==> src/rtl/pwr_tstamp_pkg.sv <==
package pwr_tstamp_pkg;
  // Number of calendar fields held by each stamp bank (sec, min, hour, date, month)
  localparam int NUM_FIELDS = 5;

  // Capture policy of a stamp bank
  typedef enum logic {
    CAP_FIRST = 1'b0,
    CAP_LAST  = 1'b1
  } cap_policy_e;
endpackage

==> src/rtl/pts_rst_sync.sv <==
module pts_rst_sync #(
  parameter int STAGES = 2
) (
  input  logic clk,
  input  logic arst_n,
  output logic rst_n_o
);
  logic [STAGES-1:0] chain_q;
  logic [STAGES-1:0] chain_d;

  always_comb begin
    chain_d = {chain_q[STAGES-2:0], 1'b1};
  end

  always_ff @(posedge clk or negedge arst_n) begin
    if (!arst_n) begin
      chain_q <= '0;
    end else begin
      chain_q <= chain_d;
    end
  end

  assign rst_n_o = chain_q[STAGES-1];
endmodule

==> src/rtl/pts_edge_det.sv <==
module pts_edge_det #(
  parameter int STAGES = 2
) (
  input  logic clk,
  input  logic rst_n,
  input  logic async_in,
  output logic rise_o,
  output logic fall_o
);
  logic [STAGES-1:0] sync_q;
  logic [STAGES-1:0] sync_d;
  logic              prev_q;
  logic              prev_d;
  logic              level;

  assign level = sync_q[STAGES-1];

  always_comb begin
    sync_d = {sync_q[STAGES-2:0], async_in};
    prev_d = level;
  end

  always_ff @(posedge clk or negedge rst_n) begin
    if (!rst_n) begin
      sync_q <= '0;
      prev_q <= 1'b0;
    end else begin
      sync_q <= sync_d;
      prev_q <= prev_d;
    end
  end

  assign rise_o = level & ~prev_q;
  assign fall_o = ~level & prev_q;
endmodule

==> src/rtl/pts_stamp_bank.sv <==
module pts_stamp_bank
  import pwr_tstamp_pkg::*;
#(
  parameter int          FW     = 8,
  parameter cap_policy_e POLICY = CAP_LAST
) (
  input  logic                           clk,
  input  logic                           rst_n,
  input  logic                           event_i,
  input  logic                           clear_i,
  input  logic [NUM_FIELDS-1:0][FW-1:0]  time_i,
  output logic [NUM_FIELDS-1:0][FW-1:0]  bank_o,
  output logic                           full_o
);
  logic [NUM_FIELDS-1:0][FW-1:0] bank_q;
  logic [NUM_FIELDS-1:0][FW-1:0] bank_d;
  logic                          full_q;
  logic                          full_d;
  logic                          armed;
  logic                          capture;
  logic                          bank_en;

  generate
    if (POLICY == CAP_FIRST) begin : g_first
      // Only an empty bank (or one being cleared this cycle) accepts a stamp
      assign armed = ~full_q | clear_i;
    end else begin : g_last
      assign armed = 1'b1;
    end
  endgenerate

  assign capture = event_i & armed;
  assign bank_en = capture | clear_i;

  always_comb begin
    bank_d = bank_q;
    full_d = full_q;
    if (clear_i) begin
      bank_d = '0;
      full_d = 1'b0;
    end
    if (capture) begin
      bank_d = time_i;
      full_d = 1'b1;
    end
  end

  always_ff @(posedge clk or negedge rst_n) begin
    if (!rst_n) begin
      bank_q <= '0;
      full_q <= 1'b0;
    end else if (bank_en) begin
      bank_q <= bank_d;
      full_q <= full_d;
    end
  end

  assign bank_o = bank_q;
  assign full_o = full_q;
endmodule

==> src/rtl/pwr_tstamp_top.sv <==
module pwr_tstamp_top
  import pwr_tstamp_pkg::*;
#(
  parameter int FW          = 8,
  parameter int AW          = 4,
  parameter int SYNC_STAGES = 2,
  parameter int RST_STAGES  = 2
) (
  input  logic          clk,
  input  logic          arst_n,
  input  logic          on_battery,
  input  logic [FW-1:0] cur_sec,
  input  logic [FW-1:0] cur_min,
  input  logic [FW-1:0] cur_hour,
  input  logic [FW-1:0] cur_date,
  input  logic [FW-1:0] cur_month,
  input  logic          wr_en,
  input  logic [AW-1:0] wr_addr,
  input  logic [FW-1:0] wr_data,
  input  logic [AW-1:0] rd_addr,
  output logic [FW-1:0] rd_data
);
  localparam int BATT_BASE = 0;
  localparam int MAIN_BASE = BATT_BASE + NUM_FIELDS;
  localparam int CTRL_ADDR = MAIN_BASE + NUM_FIELDS;

  logic                          rst_n;
  logic                          rise;
  logic                          fall;
  logic                          clr_pulse;
  logic [NUM_FIELDS-1:0][FW-1:0] cur_time;
  logic [NUM_FIELDS-1:0][FW-1:0] bank_batt;
  logic [NUM_FIELDS-1:0][FW-1:0] bank_main;
  logic                          full_batt;
  logic                          full_main;

  pts_rst_sync #(.STAGES(RST_STAGES)) u_rst (
    .clk     (clk),
    .arst_n  (arst_n),
    .rst_n_o (rst_n)
  );

  pts_edge_det #(.STAGES(SYNC_STAGES)) u_edge (
    .clk      (clk),
    .rst_n    (rst_n),
    .async_in (on_battery),
    .rise_o   (rise),
    .fall_o   (fall)
  );

  assign cur_time = {cur_month, cur_date, cur_hour, cur_min, cur_sec};

  // Clear strobe: no storage, so the control register reads back as zero
  assign clr_pulse = wr_en && (wr_addr == AW'(CTRL_ADDR)) && wr_data[0];

  pts_stamp_bank #(.FW(FW), .POLICY(CAP_FIRST)) u_batt (
    .clk     (clk),
    .rst_n   (rst_n),
    .event_i (rise),
    .clear_i (clr_pulse),
    .time_i  (cur_time),
    .bank_o  (bank_batt),
    .full_o  (full_batt)
  );

  pts_stamp_bank #(.FW(FW), .POLICY(CAP_LAST)) u_main (
    .clk     (clk),
    .rst_n   (rst_n),
    .event_i (fall),
    .clear_i (clr_pulse),
    .time_i  (cur_time),
    .bank_o  (bank_main),
    .full_o  (full_main)
  );

  always_comb begin
    rd_data = '0;
    for (int i = 0; i < NUM_FIELDS; i++) begin
      if (rd_addr == AW'(BATT_BASE + i)) rd_data = bank_batt[i];
      if (rd_addr == AW'(MAIN_BASE + i)) rd_data = bank_main[i];
    end
  end
endmodule

==> config.mk <==
export PLATFORM = sky130hd
export DESIGN_NAME = pwr_tstamp_top
export DESIGN_NICKNAME = d
export VERILOG_FILES = /design/src/rtl/pwr_tstamp_pkg.sv /design/src/rtl/pts_rst_sync.sv /design/src/rtl/pts_edge_det.sv /design/src/rtl/pts_stamp_bank.sv /design/src/rtl/pwr_tstamp_top.sv
export SDC_FILE = /design/constraint.sdc
export NUM_CORES = 1
export LEC_CHECK = 0
export ABC_AREA = 1
export CORE_MARGIN = 1.5
export CORE_UTILIZATION = 51
export DETAILED_ROUTE_END_ITERATION = 10
export PLACE_DENSITY = 0.82
export SYNTH_ARGS = -nofsm -noshare
export SYNTH_HDL_FRONTEND = slang
export SYNTH_SLANG_ARGS = --single-unit
==> constraint.sdc <==
create_clock -name clk -period 3.99 [get_ports clk]
set_clock_uncertainty 0.15 [all_clocks]
set_input_delay 1.197 -clock clk [delete_from_list [all_inputs] [get_ports clk]]
set_output_delay 1.197 -clock clk [all_outputs]
set_load 0.02 [all_outputs]
==> results of run 1 <==
## power by group
part           switching, W  internal [W]  total (W)  leakage (nW)
Sequential         0.000154       0.00113    0.00128          1.07
Combinational      0.000280      0.000237   0.000516          1.24
Clock              0.000318      0.000310   0.000627         0.103
## logic make-up (layout without fill, tap and decap cells)
logic type | count (synthesis) | after routing
flip-flops | 86 | 86
AO/OA/AOI/OAI | 89 | 89
other | 1 | 1
AND/OR/NAND/NOR | 198 | 199
buffers and inverters | 101 | 175
## cell type report
class / instances / area, um2 / share of cell area
inverters: 75 / 282 / 0.0561
flip-flops and latches: 86 / 2160 / 0.429
repair buffers: 84 / 764 / 0.152
well taps: 102 / 128 / 0.0254
clock buffers: 10 / 138 / 0.0274
multi-input cells: 289 / 1480 / 0.296
clock inverters: 6 / 68.8 / 0.0137
## state kept, by name, indices dropped and copies added (netlist names)
name           count
u_batt.bank_o     40
u_batt.full_o      1
u_edge.prev_q      1
u_edge.sync_q      2
u_main.bank_o     40
u_rst.chain_q      2
## per-stage QoR
stage                     std cells  hold slack (ps)
after floorplan                 475              181
after global placement          633              186
after detailed placement        633              186
after CTS                       650              206
after global routing            652              215
final                           652              204
## repair_timing
action | CTS | global route
pin swaps | 1 | 2
gates resized for setup | 37 | 18
endpoints found under the setup margin | 8 | 7
cloned | 1 | 0
hold buffers | 0 | 0
buffers inserted | 0 | 2
## worst max-delay path: stages
cell             delay [ps]
clkdlybuf4s15_2         230
nor2_4                  130
nand3_1                  90
buf_4                   180
o21ai_1                 140
inv_1                    60
nand4_1                 130
nand2_1                  80
nand3_1                  80
clkdlybuf4s15_2         260
## per-layer routing
| metal | part of all wire | wire, um | global-route usage | vias to the layer above |
|---|---|---|---|---|
| li1 | - | - | - | 1701 |
| met1 | 0.43 | 4090 | 0.319 | 1707 |
| met4 | 0.015 | 139 | 0.0625 | 0 |
| met5 | 0 | 0 | 0 | - |
| met3 | 0.057 | 540 | 0.0611 | 15 |
| met2 | 0.50 | 4740 | 0.401 | 119 |
## cells in the final DEF, fill, tap and decap left out, types with 2 or more instances in the layout
master            n
nand3_1          97
nor2_2            6
nor2_1           16
o21ai_1          24
nand3_4           2
nand2_2           2
clkdlybuf4s15_2   5
dfrtp_1          85
buf_2             4
nand2_1          58
buf_4            23
clkbuf_2          3
nand4_1           8
clkbuf_8         10
o22ai_1          18
clkinv_4          2
inv_2             4
clkdlybuf4s50_1  48
o21ai_0          46
nor2_4            6
inv_1            71
## how the worst min path moves through the flow
stage	end	cells after the start	slack [ps]
final	u_rst.chain_q[1]	0	200
after floorplan	u_edge.sync_q[1]	0	180
after global routing	u_rst.chain_q[1]	0	220
after CTS	u_edge.sync_q[1]	0	210
after global placement	u_edge.sync_q[1]	0	190
after detailed placement	u_edge.sync_q[1]	0	190
==> metrics.md, run 1 <==
| Metric | Value |
|---|---|
| Worst Setup Start Kind | `input pin` |
| Area growth syn-to-layout | `25.5%` |
| Register-to-register setup slack | `roughly 2200 ps` |
| Synth Register Bits | `86` |
| Layout cells sized above 1 | `0.138` |
| Highest clock rate | `~250 MHz` |
| Standard-cell rows | `32` |
| Die X | `91.6 um` |
| Fin crit period | `3940 ps` |
| End of the critical path | `rd_data[3]` |
| Least-Margin Pin Slew | `1050 ps` |
| Max-cap check violation count | `0` |
| Post-route cell area | `5020 um2` |
| Mapped Nets | `roughly 540` |
| WP data required | `between 2000 and 3000 ps` |
| Hold_sp | `u_rst.chain_q[0]` |
| CTS Buffer Depth | `2` |
| Seq/Total Area, Yosys | `0.538` |
| Reg2reg path depth | `6` |
| Total wire length | `9510 um` |
| Status | `complete, no violations` |
| # DRC | `0` |
| Warnings, synthesis | `0` |
| Cts bufs inserted | `9` |
| Post-synth top area cell | `dfrtp_1` |
| H-tree level count | `3` |
| Final setup vio count | `0` |
| Slew Limit Fails | `0` |
| Total global routing overflow | `0` |
| Worst r2r src | `u_edge.sync_q[1]` |
| Initial antenna violation count | `0` |
| DP Worst Slack | `-698 ps` |
| Fin Setup TNS | `0 ps` |
| Post-synth top area share | `0.538` |
| Iter 0 DRT Violations | `roughly 280` |
| DIE AREA | `between 8000 and 9000 um2` |
| Critical Path Start | `rd_addr[2]` |
| TritonCTS clock tree | `yes` |
| Post-route ant nets | `0` |
| Initial DRT Pass Iterations | `5` |
| Worst setup EP type | `primary output` |
| # port buffers | `60` |
| GRT Total Usage | `0.243` |
| Post-Syn Instances | `475` |
| Layout net count | `605` |
| First-pass GRT wire length | `16100 um` |
| Post-Synth Simple-Gate Area | `0.242` |
| Synth unique cells | `25` |
| Fin util | `0.656` |
| Top FF cell, synth | `dfrtp_1` |
| CORE AREA | `between 7000 and 8000 um2` |
| Synth top area cells | `dfrtp_1 (54%), nand3_1 (12%), inv_1 (6.9%)` |
| Final RePlAce weighted congestion | `approximately 0.86` |
| Vias per inst | `5.43` |
| Synth Area in Adders | `0` |
| Final Hold Vio Count | `0` |
| Critical path class | `in -> out` |
| Pwr Total | `0.00243 W` |
| Area of the mapped netlist | `~4000 um2` |
| Power Dens Cells | `roughly 480 nW/um2` |
| RSZ-0062 raised after global routing | `yes` |
| Mux cell area share after synthesis | `0` |
| Antenna Cells | `0` |
| R2r endpoint | `u_batt.bank_o[10]` |
| Synth async-reset ratio | `1.00` |
| Drt wl/cell | `around 15 um` |
| Vias in the first global route | `around 3400` |
| Worst skew pair latency | `350 ps` |
| Worst min path class | `reg -> reg` |
| Critical path peak fanout | `7` |
| Final WS setup | `53.1 ps` |
| Initial Utilization | `0.523` |
| Reg clk slew, reported paths | `~90 ps` |
| Sink Count | `86` |
| Top-count cell post-synth | `nand3_1` |
| CTS root buffer | `clkbuf_8` |
| Peak VDD IR | `roughly 0.28 mV` |
| CP arrival | `approximately 2600 ps` |
| DIE HEIGHT | `just over 90 um` |
| # fillers | `between 600 and 700` |
| Synth cell count leaders | `nand3_1 (97), dfrtp_1 (86), inv_1 (73)` |
| Largest family of logic cells by synthesized area | `simple AND/OR/NAND/NOR gates` |
| Compound-Gate Fraction of Synth Area | `0.117` |
| Static Leak | `approximately 2.4 nW` |
| IO Count | `68` |
| Headroom to the max-slew limit | `0.297` |
| Fraction of the cycle the final worst path needs | `0.987` |
| Placed cell areas | `around 4800 um2` |
| Number of enable flip-flop cells after synthesis | `0` |
| Largest net degree at the start of global routing | `85` |
| Mean area per synthesized cell | `about 8.4 um2` |
| XOR/XNOR Fraction of Synth Area | `0` |
| Vias post-DR | `3542` |
| Post-detail-place hpwl | `between 6000 and 7000 um` |
Power figures use the tool's default switching activity.
==> inputs of run 2 (changes only) <==
- CAP_MARGIN: unset -> 15
- SETUP_SLACK_MARGIN: unset -> 0.4
- SLEW_MARGIN: unset -> 10
==> run 2 against run 1 <==
Non-clock buffer count up 1. Die area unchanged. Flip-flop and latch count did not move. Setup slack improved by 200 ps. Sequential power is essentially flat. Cell count up 0.31%. Total power grew 1.9%. Worst hold slack about the same. Design area rose by 3.4%. Routed wire length up 4.4%. Count of clock-buffer cells in the layout unchanged. Critical endpoint is now rd_data[4].
==> metrics.md, run 2 (synthesis results as in run 1) <==
| Metric | Value |
|---|---|
| H-tree level count | `3` |
| Die X | `91.6 um` |
| Most common cell type on the critical path | `buf_6` |
| Reg clk slew, reported paths | `approximately 90 ps` |
| Crit path cell chain | `buf_8 -> buf_6 -> nor2_4 -> nand3_4 -> nor2_2 -> nor2_1 -> nand4_1 -> nand2_1 -> nand3_2 -> buf_6` |
| WP data required | `2640 ps` |
| Hold_sp | `u_rst.chain_q[0]` |
| Worst Setup Start Kind | `input pin` |
| DIE AREA | `approximately 8400 um2` |
| Max-cap check violation count | `0` |
| Highest clock rate | `about 270 MHz` |
| Peak VDD IR | `0.282 mV` |
| Headroom to the max-slew limit | `0.293` |
| Commonest non-fill, non-tap cell in the layout | `nand3_1` |
| Area growth syn-to-layout | `29.8%` |
| Critical path peak fanout | `8` |
| Drt wl/cell | `approximately 15 um` |
| Fin crit period | `3740 ps` |
| Vias in the first global route | `3576` |
| Vias per inst | `around 5.6` |
| Least-Margin Pin Slew | `around 1100 ps` |
| CP arrival | `2390 ps` |
| Largest net degree at the start of global routing | `85` |
| Layout cells sized above 1 | `0.187` |
| Status | `complete, no violations` |
| Antenna Cells | `0` |
| Sink Count | `between 80 and 90` |
| Static Leak | `around 2.5 nW` |
| Final WS setup | `254 ps` |
| GRT Total Usage | `0.253` |
| IO Count | `68` |
| Fraction of the cycle the final worst path needs | `0.936` |
| # fillers | `591` |
| Post-route ant nets | `0` |
| Initial DRT Pass Iterations | `5` |
| Register-to-register setup slack | `between 2000 and 2500 ps` |
| CP max stage delay | `190 ps` |
| Hold path depth | `0` |
| Final setup vio count | `0` |
| Total wire length | `9930 um` |
| Hold-fix buffers, CTS | `0` |
| Hold WS | `204 ps` |
| Cts bufs inserted | `9` |
| DP Worst Slack | `-698 ps` |
| CORE AREA | `7650 um2` |
| Final RePlAce weighted congestion | `0.856` |
| Slew Limit Fails | `0` |
| DIE HEIGHT | `91.6 um` |
| Worst skew pair latency | `350 ps` |
| Worst r2r src | `u_edge.sync_q[1]` |
| CTS Buffer Depth | `2` |
| Final Hold Vio Count | `0` |
| Reg2reg path depth | `6` |
| Critical path class | `in -> out` |
| Total global routing overflow | `0` |
| Initial Utilization | `0.523` |
| # port buffers | `60` |
| Standard-cell rows | `32` |
| RSZ-0062 raised after global routing | `yes` |
| Layout net count | `roughly 610` |
| TritonCTS clock tree | `yes` |
| Power Dens Cells | `about 480 nW/um2` |
| Vias post-DR | `roughly 3600` |
| Multi-input gate area | `1590 um2` |
| Initial antenna violation count | `0` |
| # DRC | `0` |
| Worst setup EP type | `primary output` |
| Crit path max-delay cell type | `nand3_4` |
| Pwr Total | `around 0.0025 W` |
| Seq. cell area | `~2200 um2` |
| Worst Hold Path EP | `u_rst.chain_q[1]` |
| Fin util | `0.679` |
| Iter 0 DRT Violations | `315` |
| First-pass GRT wire length | `16700 um` |
| R2r endpoint | `u_batt.bank_o[10]` |
| CTS root buffer | `clkbuf_8` |
| Post-detail-place hpwl | `roughly 6300 um` |
| Most frequent cells in the layout | `nand3_1 (87), dfrtp_1 (85), inv_1 (70), nand2_1 (52), clkdlybuf4s50_1 (48)` |
| Fin Setup TNS | `0 ps` |
| Worst min path class | `reg -> reg` |
-- run 2: per-stage QoR --
stage	std cells	area (um2)
after floorplan	475	4000
after global placement	633	4780
after detailed placement	633	4780
after CTS	653	5150
after global routing	654	5190
final	654	5190
-- run 2: final cells by class --
class	count	share of cell area
Timing Repair Buffer	85	0.159
Sequential cell	86	0.415
Tap cell	102	0.0246
Clock inverter	6	0.0133
Inverter	75	0.0547
Clock buffer	10	0.0265
Multi-Input combinational cell	290	0.307
-- run 2: metal layers --
| metal | vias up | track usage | wire [um] |
|---|---|---|---|
| li1 | 1710 | - | - |
| met1 | 1743 | 0.321 | 4080 |
| met2 | 172 | 0.420 | 4930 |
| met3 | 22 | 0.0704 | 750 |
| met4 | 0 | 0.0755 | 173 |
| met5 | - | 0 | 0 |
-- run 2: how the worst max path moves through the flow --
stage	slack (ps)	endpoint	startpoint	depth (start not counted)
floorplan	460	rd_data[4]	rd_addr[1]	8
global placement	-690	rd_data[6]	rd_addr[2]	10
detailed placement	-700	rd_data[6]	rd_addr[3]	10
CTS	290	rd_data[6]	rd_addr[3]	10
global route	150	rd_data[4]	rd_addr[3]	10
finish	250	rd_data[4]	rd_addr[3]	10
-- run 2: power by group --
group	leakage (nW)	internal [W]	switching, W
registers	1.07	0.00113	0.000157
clock network	0.103	0.000310	0.000321
logic	1.33	0.000260	0.000298
-- run 2: what timing repair did --
| item | CTS | global route |
|---|---|---|
| gates resized for setup | 109 | 11 |
| cloned | 2 | 0 |
| buffers inserted | 2 | 1 |
| pin swaps | 21 | 9 |
| setup endpoints to repair | 8 | 8 |
-- run 2: critical path, delay by kind of cell --
family,cells,cell delay (ps)
buf+inv,3,340
simple gates,7,860
==> inputs of run 3 (changes only) <==
- CORE_UTILIZATION: 51 -> 48
- PLACE_DENSITY: 0.82 -> 0.76
- clock period: 3.99 -> 3.2 ns (I/O delays scaled with it)
==> run 3 against run 2 <==
Sequential share of layout area fell by 1.8 points. Global-route usage rose by 0.83 points. Design area rose by 4.6%. Worst hold slack got worse by 18 ps. First-iteration DRC count fell by 6.3%. Via count rose by 1.9%. Die area rose by 6.0%. Cell count rose by 1.7%. Critical path depth rose by 1. Setup slack got worse by 340 ps. Non-clock buffer count rose by 9. Largest cell class unchanged. Flip-flop and latch count did not move. The run now ends with negative setup slack left.
==> metrics.md, run 3 (synthesis results as in run 1) <==
| Metric | Value |
|---|---|
| Worst skew pair latency | `~370 ps` |
| Commonest non-fill, non-tap cell in the layout | `dfrtp_1` |
| Vias post-DR | `between 3000 and 4000` |
| Fin crit period | `between 3000 and 4000 ps` |
| Cts bufs inserted | `9` |
| Vias in the first global route | `3697` |
| CP max stage delay | `approximately 210 ps` |
| CTS Buffer Depth | `2` |
| TritonCTS clock tree | `yes` |
| Hold-fix buffers, CTS | `0` |
| Status | `complete, but fails checks` |
| Iter 0 DRT Violations | `between 200 and 300` |
| Max-cap check violation count | `0` |
| Fraction of the cycle the final worst path needs | `1.03` |
| DIE AREA | `roughly 9000 um2` |
| WP data required | `roughly 2100 ps` |
| Sink Count | `86` |
| Static Leak | `around 2.6 nW` |
| Initial antenna violation count | `0` |
| Highest clock rate | `around 300 MHz` |
| Crit path buffers/inverters | `4` |
| Worst min path class | `reg -> async` |
| Headroom to the max-slew limit | `0.401` |
| # DRC | `0` |
| Initial DRT Pass Iterations | `5` |
| Final WS setup | `-83.8 ps` |
| Worst setup EP type | `primary output` |
| GRT Total Usage | `0.261` |
| Slew Limit Fails | `0` |
| Layout net count | `slightly above 600` |
| Post-route ant nets | `0` |
| Critical path peak fanout | `7` |
| Post-detail-place hpwl | `just under 7000 um` |
| Total global routing overflow | `0` |
| Final setup vio count | `8` |
| Critical path class | `in -> out` |
| Placed cell areas | `4880 um2` |
| Drt wl/cell | `16.1 um` |
| Power Dens Cells | `594 nW/um2` |
| Crit path max-delay cell type | `nor2_4` |
| Fin Setup TNS | `-427 ps` |
| Register-to-register setup slack | `~1300 ps` |
| Vias per inst | `between 5 and 6` |
| Initial Utilization | `0.492` |
| Least-Margin Pin Slew | `between 800 and 900 ps` |
| Die X | `94.3 um` |
| CTS root buffer | `clkbuf_8` |
| Worst Setup Start Kind | `input pin` |
| Standard-cell rows | `33` |
| RSZ-0062 raised after global routing | `yes` |
| Reg clk slew, reported paths | `100 ps` |
| Most common cell type on the critical path | `nand3_1` |
| Most frequent cells in the layout | `dfrtp_1 (85), nand3_1 (80), inv_1 (71), nand2_1 (55), clkdlybuf4s50_1 (48)` |
| H-tree level count | `3` |
| Largest net degree at the start of global routing | `85` |
| Layout cells sized above 1 | `0.200` |
| CORE AREA | `a little over 8000 um2` |
| Post-route cell area | `between 5000 and 6000 um2` |
| First-pass GRT wire length | `about 18000 um` |
| Area growth syn-to-layout | `35.8%` |
| CP arrival | `2170 ps` |
| Total wire length | `~11000 um` |
| # port buffers | `60` |
| IO Count | `slightly below 70` |
| Failing checks | `negative setup slack` |
| Crit path cell chain | `buf_8 -> nor2_4 -> buf_12 -> buf_16 -> nand3_1 -> nand3_1 -> nor2_1 -> nand4_1 -> nand2_1 -> nand3_2 -> buf_6` |
| Final RePlAce weighted congestion | `around 0.90` |
| Antenna Cells | `0` |
| DIE HEIGHT | `about 94 um` |
| Final Hold Vio Count | `0` |
| Critical path's top delay family | `simple AND/OR/NAND/NOR gates` |
| Peak VDD IR | `approximately 0.4 mV` |
| Hold WS | `around 190 ps` |
-- run 3: final cells by class --
class	instances	area, um2
Fill cell	654	2710
Sequential cell	86	2160
Multi-Input combinational cell	289	1620
Timing Repair Buffer	94	1010
Inverter	75	284
Tap cell	105	131
Clock buffer	9	124
Clock inverter	7	104
-- run 3: power by group --
group	total (W)	leakage (nW)	internal [W]	switching, W
sequential	0.00161	1.07	0.00141	0.000200
clock	0.000876	0.108	0.000450	0.000425
combinational	0.000738	1.44	0.000349	0.000389
total	0.00322	2.61	0.00221	0.00101
-- run 3: worst reg2reg max path, stage by stage, from the launching register on --
cell and delay (ps):
dfrtp_1 390, inv_1 90, nand2_2 480, buf_4 470, nand3_1 100, o21ai_0 90
-- run 3: what timing repair did --
action / CTS / global route
gates cloned: 2 / 0
setup endpoints to repair: 8 / 8
buffers inserted: 7 / 1
resized for setup: 114 / 8
pin swaps: 26 / 16
-- run 3: worst paths after layout --
path / startpoint / endpoint / depth (start not counted)
worst max-delay path: rd_addr[2] / rd_data[6] / 11
worst min-delay path: u_rst.chain_q[1] / u_batt.bank_o[33] / 0
worst max register to register: u_edge.sync_q[1] / u_main.bank_o[23] / 5
worst min register to register: u_rst.chain_q[1] / u_batt.bank_o[33] / 0
max in group asynchronous: u_rst.chain_q[1] / u_batt.bank_o[4] / 1
min in group clk: u_edge.sync_q[0] / u_edge.sync_q[1] / 0
-- run 3: through the flow --
step,total power [W],cells,setup WS [ps],utilization
2_1_floorplan,0.00201,475,232,-
3_3_place_gp,0.00226,638,-942,0.600
3_5_place_dp,0.00229,638,-985,0.600
4_1_cts,0.00322,663,-47.1,0.660
5_1_grt,0.00342,665,-141,0.667
6_report,0.00322,665,-83.8,0.667
-- run 3: layer usage --
metal / routed length, um / global-route usage / up-vias
li1: - / - / 1731
met1: 4420 / 0.338 / 1785
met2: 5290 / 0.431 / 169
met3: 733 / 0.0510 / 31
met4: 234 / 0.0995 / 0
met5: 0 / 0 / -
